### src/rtl/exc_entry_pkg.sv
package exc_entry_pkg;

    // Status word bit positions
    localparam int unsigned SRB_SUPER   = 0;
    localparam int unsigned SRB_TICK_EN = 1;
    localparam int unsigned SRB_EXT_EN  = 2;
    localparam int unsigned SRB_DXLAT   = 3;
    localparam int unsigned SRB_IXLAT   = 4;
    localparam int unsigned SRB_DSEXC   = 5;

    // Source picked by the arbiter
    typedef enum logic [1:0] {
        SRC_NONE = 2'd0,
        SRC_SYNC = 2'd1,
        SRC_TICK = 2'd2,
        SRC_EXT  = 2'd3
    } exc_src_e;

endpackage

### src/rtl/exc_req_arbiter.sv
module exc_req_arbiter
    import exc_entry_pkg::*;
#(
    parameter int unsigned CODE_W    = 5,
    parameter int unsigned NUM_EXC   = 14,
    parameter int unsigned TICK_CODE = 5,
    parameter int unsigned EXT_CODE  = 8
) (
    input  logic              sync_valid,
    input  logic [CODE_W-1:0] sync_code,
    input  logic              ext_irq,
    input  logic              tick_irq,
    input  logic              ext_en,
    input  logic              tick_en,
    output exc_src_e          src,
    output logic [CODE_W-1:0] code,
    output logic              bad_code
);
    localparam logic [CODE_W-1:0] TICK_C = CODE_W'(TICK_CODE);
    localparam logic [CODE_W-1:0] EXT_C  = CODE_W'(EXT_CODE);

    logic code_in_range;

    always_comb begin
        code_in_range = (sync_code != '0) && (32'(sync_code) < NUM_EXC);
    end

    always_comb begin
        src      = SRC_NONE;
        code     = '0;
        bad_code = 1'b0;
        if (sync_valid) begin
            if (code_in_range) begin
                src  = SRC_SYNC;
                code = sync_code;
            end else begin
                bad_code = 1'b1;
            end
        end else if (tick_irq && tick_en) begin
            src  = SRC_TICK;
            code = TICK_C;
        end else if (ext_irq && ext_en) begin
            src  = SRC_EXT;
            code = EXT_C;
        end
    end
endmodule

### src/rtl/exc_epc_adjust.sv
module exc_epc_adjust #(
    parameter int unsigned XLEN       = 32,
    parameter int unsigned INSN_BYTES = 4
) (
    input  logic [XLEN-1:0] pc,
    input  logic            in_dslot,
    input  logic            is_syscall,
    output logic [XLEN-1:0] epc
);
    localparam logic [XLEN-1:0] STEP = XLEN'(INSN_BYTES);

    logic [XLEN-1:0] back_amt;
    logic [XLEN-1:0] fwd_amt;

    always_comb begin
        back_amt = in_dslot   ? STEP : '0;
        fwd_amt  = is_syscall ? STEP : '0;
        epc      = pc - back_amt + fwd_amt;
    end
endmodule

### src/rtl/exc_status_update.sv
module exc_status_update
    import exc_entry_pkg::*;
#(
    parameter int unsigned XLEN = 32
) (
    input  logic [XLEN-1:0] sr_in,
    input  logic            in_dslot,
    output logic [XLEN-1:0] sr_out
);
    for (genvar b = 0; b < XLEN; b++) begin : g_bit
        if (b == SRB_SUPER) begin : g_set
            assign sr_out[b] = 1'b1;
        end else if (b == SRB_TICK_EN || b == SRB_EXT_EN ||
                     b == SRB_DXLAT   || b == SRB_IXLAT) begin : g_clr
            assign sr_out[b] = 1'b0;
        end else if (b == SRB_DSEXC) begin : g_ds
            assign sr_out[b] = in_dslot | sr_in[b];
        end else begin : g_keep
            assign sr_out[b] = sr_in[b];
        end
    end

    logic unused_bits;
    assign unused_bits = ^{sr_in[SRB_SUPER], sr_in[SRB_TICK_EN], sr_in[SRB_EXT_EN],
                           sr_in[SRB_DXLAT], sr_in[SRB_IXLAT]};
endmodule

### src/rtl/exc_entry_ctrl.sv
module exc_entry_ctrl
    import exc_entry_pkg::*;
#(
    parameter int unsigned XLEN         = 32,
    parameter int unsigned CODE_W       = 5,
    parameter int unsigned NUM_EXC      = 14,
    parameter int unsigned VEC_SHIFT    = 8,
    parameter int unsigned SYSCALL_CODE = 12,
    parameter int unsigned TICK_CODE    = 5,
    parameter int unsigned EXT_CODE     = 8,
    parameter int unsigned INSN_BYTES   = 4
) (
    input  logic              clk,
    input  logic              rst_n,
    input  logic [XLEN-1:0]   pc_i,
    input  logic [XLEN-1:0]   sr_i,
    input  logic              dslot_i,
    input  logic              sync_valid_i,
    input  logic [CODE_W-1:0] sync_code_i,
    input  logic              ext_irq_i,
    input  logic              tick_irq_i,
    output logic              entry_valid_o,
    output logic [CODE_W-1:0] exc_code_o,
    output logic [XLEN-1:0]   new_pc_o,
    output logic [XLEN-1:0]   epc_o,
    output logic [XLEN-1:0]   esr_o,
    output logic [XLEN-1:0]   sr_o,
    output logic              dslot_o,
    output logic              tlb_flush_o,
    output logic              phys_mode_o,
    output logic              unhandled_o
);
    localparam logic [CODE_W-1:0] SYSCALL_C = CODE_W'(SYSCALL_CODE);

    typedef struct packed {
        logic              valid;
        logic              flush;
        logic              err;
        logic              phys;
        logic              dslot;
        logic [CODE_W-1:0] code;
        logic [XLEN-1:0]   npc;
        logic [XLEN-1:0]   epc;
        logic [XLEN-1:0]   esr;
        logic [XLEN-1:0]   sr;
    } entry_st_t;

    entry_st_t st_d, st_q;

    exc_src_e          pick_src;
    logic [CODE_W-1:0] pick_code;
    logic              pick_bad;
    logic              is_syscall;
    logic [XLEN-1:0]   epc_calc;
    logic [XLEN-1:0]   sr_calc;
    logic [XLEN-1:0]   vec_addr;

    exc_req_arbiter #(
        .CODE_W    (CODE_W),
        .NUM_EXC   (NUM_EXC),
        .TICK_CODE (TICK_CODE),
        .EXT_CODE  (EXT_CODE)
    ) arb_i (
        .sync_valid (sync_valid_i),
        .sync_code  (sync_code_i),
        .ext_irq    (ext_irq_i),
        .tick_irq   (tick_irq_i),
        .ext_en     (sr_i[SRB_EXT_EN]),
        .tick_en    (sr_i[SRB_TICK_EN]),
        .src        (pick_src),
        .code       (pick_code),
        .bad_code   (pick_bad)
    );

    assign is_syscall = (pick_src == SRC_SYNC) && (pick_code == SYSCALL_C);

    exc_epc_adjust #(
        .XLEN       (XLEN),
        .INSN_BYTES (INSN_BYTES)
    ) epc_i (
        .pc         (pc_i),
        .in_dslot   (dslot_i),
        .is_syscall (is_syscall),
        .epc        (epc_calc)
    );

    exc_status_update #(
        .XLEN (XLEN)
    ) sru_i (
        .sr_in    (sr_i),
        .in_dslot (dslot_i),
        .sr_out   (sr_calc)
    );

    assign vec_addr = XLEN'(pick_code) << VEC_SHIFT;

    always_comb begin
        st_d       = st_q;
        st_d.valid = 1'b0;
        st_d.flush = 1'b0;
        st_d.err   = 1'b0;
        st_d.sr    = sr_i;
        st_d.dslot = dslot_i;
        if (pick_bad) begin
            st_d.err = 1'b1;
            st_d.npc = pc_i;
        end else if (pick_src != SRC_NONE) begin
            st_d.valid = 1'b1;
            st_d.flush = 1'b1;
            st_d.phys  = 1'b1;
            st_d.dslot = 1'b0;
            st_d.code  = pick_code;
            st_d.npc   = vec_addr;
            st_d.epc   = epc_calc;
            st_d.esr   = sr_i;
            st_d.sr    = sr_calc;
        end
    end

    always_ff @(posedge clk or negedge rst_n) begin
        if (!rst_n) begin
            st_q <= '0;
        end else begin
            st_q <= st_d;
        end
    end

    assign entry_valid_o = st_q.valid;
    assign exc_code_o    = st_q.code;
    assign new_pc_o      = st_q.npc;
    assign epc_o         = st_q.epc;
    assign esr_o         = st_q.esr;
    assign sr_o          = st_q.sr;
    assign dslot_o       = st_q.dslot;
    assign tlb_flush_o   = st_q.flush;
    assign phys_mode_o   = st_q.phys;
    assign unhandled_o   = st_q.err;
endmodule

### config.mk
export PLATFORM = sky130hd
export DESIGN_NAME = exc_entry_ctrl
export DESIGN_NICKNAME = d
export VERILOG_FILES = /design/src/rtl/exc_entry_pkg.sv /design/src/rtl/exc_req_arbiter.sv /design/src/rtl/exc_epc_adjust.sv /design/src/rtl/exc_status_update.sv /design/src/rtl/exc_entry_ctrl.sv
export SDC_FILE = /design/constraint.sdc
export NUM_CORES = 1
export LEC_CHECK = 0
export BUFFER_PORTS_ARGS = -buffer_cell sky130_fd_sc_hd__buf_2
export CORE_MARGIN = 3
export CORE_UTILIZATION = 30
export DETAILED_ROUTE_END_ITERATION = 10
export PLACE_DENSITY_LB_ADDON = 0.1
export SETUP_SLACK_MARGIN = 0.1
export SYNTH_ARGS = -nofsm -noshare
export SYNTH_HDL_FRONTEND = slang
export SYNTH_SLANG_ARGS = --single-unit
### constraint.sdc
create_clock -name clk -period 2.46 [get_ports clk]
set_clock_uncertainty 0.05 [all_clocks]
set_input_delay 0.123 -clock clk [delete_from_list [all_inputs] [get_ports clk]]
set_output_delay 0.123 -clock clk [all_outputs]
set_load 0.05 [all_outputs]
==> flow_metrics.tcl <==
set metrics [dict create \
    powerDensity_nw_per_um2 804 \
    wirelength_um 21100 \
    multi_input_area_um2 3330 \
    grt_pass1_wl_um 33900 \
    synth_common_cells "nand2_1 (148), dfrtp_1 (137), a21oi_1 (51)" \
    dieArea_um2 24000 \
    critPathArrivalTime_ns 3.23 \
    max-cap-violations 0 \
    cp.depth 16 \
    finalWorstSetupSlack_ns -0.480 \
    ant_nets 0 \
    worstHoldStart "sync_code_i[1]" \
    period_share_pct 120 \
    path_clk_slew_ns 0.07 \
    yosysTopAreaCellShare_pct 51.5 \
    yosysMostFrequentCell "nand2_1" \
    critPathLaunch "sync_code_i[4]" \
    holdCritPathClass "input port to flop" \
    hpwlAfterDp_um 15200 \
    cts_max_level 4 \
    p_sw_share_pct 41.4 \
    setup_viol 24 \
    worstHoldPathCells 3 \
    critPathCaptureType "flop" \
    slew_violations 0 \
    vdd_drop_max_uv 420 \
    area_delta_synth_final_pct 52.3 \
    regArea_um2 3430 \
    worst_setup_path_start_kind "input port" \
    critical_path_buf_inv_count 3 \
    insertion_delay_ns 0.42 \
    outcome "complete, but fails checks" \
    cts_buffers 17 \
    first_global_vias 6270 \
    ys_top_cells_by_area "dfrtp_1 (51%), nand2_1 (8.3%), ha_1 (5.6%)" \
    cts_sinks 137 \
    holdWs_ns 0.0328 \
    yosys_warnings 0 \
    reg2reg_depth 3 \
    portBuffers 212 \
    coreArea_um2 21400 \
    crit_top_cell "o21ai_4" \
    grt_setup_unrepaired "true" \
    critical_path_class "input port to flop" \
    start_util_pct 31.1 \
    synth_fp_nets 825 \
    seq_area_frac_synth_pct 51.5 \
    num_vias 6246 \
    synth_xor_area_share_pct 3.29 \
    violations "negative setup slack" \
    max_freq_ghz 0.340 \
    num-fill-cells 2099 \
    pwr-share-comb_pct 36.6 \
    antenna_found_initial 0 \
    final_nets 1145 \
    synth-seq-cells 137 \
    fp.dieW_um 155 \
    synth.area.mux_share_pct 0.620 \
    wl_per_cell_um 15.9 \
    synthAdderAreaFrac_pct 5.94 \
    drtPass1Iterations 5 \
    drcViolationCount 0 \
    synth_edf_count 0 \
    cts_tree "yes" \
    synth_area_per_cell_um2 9.26 \
    routed_via_density 4.71 \
    power_switching_mw 3.38 \
    post-route-min-period_ns 2.94 \
    clockRootBuffer "clkbuf_16" \
    crit_required_ns 2.75 \
    pwr-share-seq_pct 33.4 \
    synth_ff_type "dfrtp_1" \
    crit_chain "buf_2 -> nor4bb_2 -> buf_4 -> nand2_1 -> nor2_2 -> nand3_2 -> fa_1 -> inv_2 -> ha_4 -> o211ai_1 -> a21oi_2 -> o21ai_4 -> o21ai_4 -> a31oi_2 -> mux2_4 -> a211oi_2" \
    hold_viol_final 0 \
    yosysTopAreaCell "dfrtp_1" \
    syn_area_um2 6660 \
    gp_congestion 0.795 \
    synth_top_family_by_area "simple AND/OR/NAND/NOR gates" \
    grt_overflow 0 \
    drive_above_1_share_pct 34.5 \
    pwr-share-clk_pct 30.0 \
    core.rowCount 53 \
    die_y_um 155 \
    synth-simple-area-share_pct 18.8 \
    p_leak_nw 5.07 \
    cts_buffer_depth 2 \
    path_delay_family "compound AO/OA/AOI/OAI gates" \
    drt_iter0_drc 298 \
    fin_setup_tns_ns -7.35 \
    p_int_mw 4.78 \
    cpPeakStageDelay_ns 0.51 \
    syn_inst 719 \
    relSlewSlack_pct 65.2 \
    crit_fanout 4 \
    grt_usage_pct 17.6 \
    io_pins 213 \
    ys_async_sr_fraction_pct 100 \
    ys_types 62 \
    diodes 0 \
    r2r_start "epc_o[29]" \
    grt_max_degree 70 \
    tightest_slew_ns 0.517 \
    synth_compound_area_share_pct 14.8 \
    slowest_stage "fa_1" \
]
-- power groups by stage --
stage / clock [mW] / combinational [mW] / sequential (mW)
after global placement: 0 / 2.73 / 2.77
final: 2.45 / 2.99 / 2.73
after global routing: 2.62 / 3.19 / 2.77
after floorplan: 0 / 0.772 / 3.89
after detailed placement: 0 / 2.73 / 2.77
after CTS: 2.52 / 2.93 / 2.73
-- worst paths after layout --
kind                                 endpoint  slack, ns
min in group asynchronous           esr_o[10]       0.12
max in group asynchronous       exc_code_o[1]       1.43
worst min-delay path            exc_code_o[1]       0.03
worst max register to register      epc_o[29]       1.51
worst max-delay path                epc_o[31]      -0.48
worst min register to register      esr_o[17]       0.41
-- per-layer routing --
metal | vias to the layer above | GRT usage, % | part of all wire (%)
met4 | 0 | 5.21 | 1.4
met1 | 2950 | 23.2 | 46
li1 | 3088 | - | -
met2 | 188 | 29.2 | 47
met5 | - | 0 | 0
met3 | 20 | 3.62 | 5.6
-- worst min-delay path: stages --
cell and delay [ns]:
buf_8 0.08, buf_4 0.12, a22o_1 0.13
-- flip-flops by register name, indices dropped and copies added, names as in the netlist --
name         cells
esr_o           32
phys_mode_o      1
sr_o            32
epc_o           32
new_pc_o        32
dslot_o          1
unhandled_o      1
exc_code_o       5
tlb_flush_o      1
-- through the flow --
| step | instance area, um^2 | utilization, % | cells | power [mW] | setup WS, ns |
|---|---|---|---|---|---|
| finish | 10100 | 47.4 | 1327 | 8.16 | -0.480 |
| global route | 10100 | 47.4 | 1327 | 8.58 | -0.565 |
| CTS | 9930 | 46.4 | 1324 | 8.19 | -0.365 |
| detailed placement | 8360 | 39.0 | 1212 | 5.50 | -0.926 |
| global placement | 8360 | 39.0 | 1212 | 5.50 | -0.862 |
| floorplan | 6740 | - | 719 | 4.67 | -0.547 |
-- cell type report --
class / instances / area share (%)
Inverter: 42 / 1.55
Timing Repair Buffer: 340 / 23.0
Clock buffer: 18 / 4.23
Tap cell: 275 / 3.39
Sequential cell: 137 / 33.8
Multi-Input combinational cell: 501 / 32.8
Clock inverter: 14 / 1.25
-- what timing repair did --
item,in CTS,in global routing
pin swaps,20,27
setup buffers,14,6
hold buffers,66,0
gates resized for setup,48,34
setup endpoints to repair,24,27
endpoints found under the hold margin,148,0
-- layout by cell type, fill, tap and decap left out, types with 4 or more instances in the layout --
cell           count
a21o_1            10
a21oi_1           41
a21oi_2            6
a21oi_4            4
and2_1             6
buf_12             4
buf_2            206
buf_4             47
buf_6             13
buf_8              4
clkbuf_16         17
dfrtp_1          137
dlygate4sd3_1     66
ha_1              28
inv_1             40
inv_6              6
nand2_1          146
nand2b_1           4
nand3_1           32
nand4_1            9
nor2_1            37
nor3_1             7
nor4_1             4
o211ai_1           4
o21ai_0           17
o21ai_1           40
xnor2_1            7
xor2_1            10
-- cell families after synthesis --
logic type / Yosys count
flip-flops: 137
AO/OA/AOI/OAI: 165
buffers and inverters: 81
adder cells (fa/ha/maj): 31
XOR/XNOR: 25
multiplexers: 4
AND/OR/NAND/NOR: 276
No activity file was read; power rests on OpenSTA's default activity.
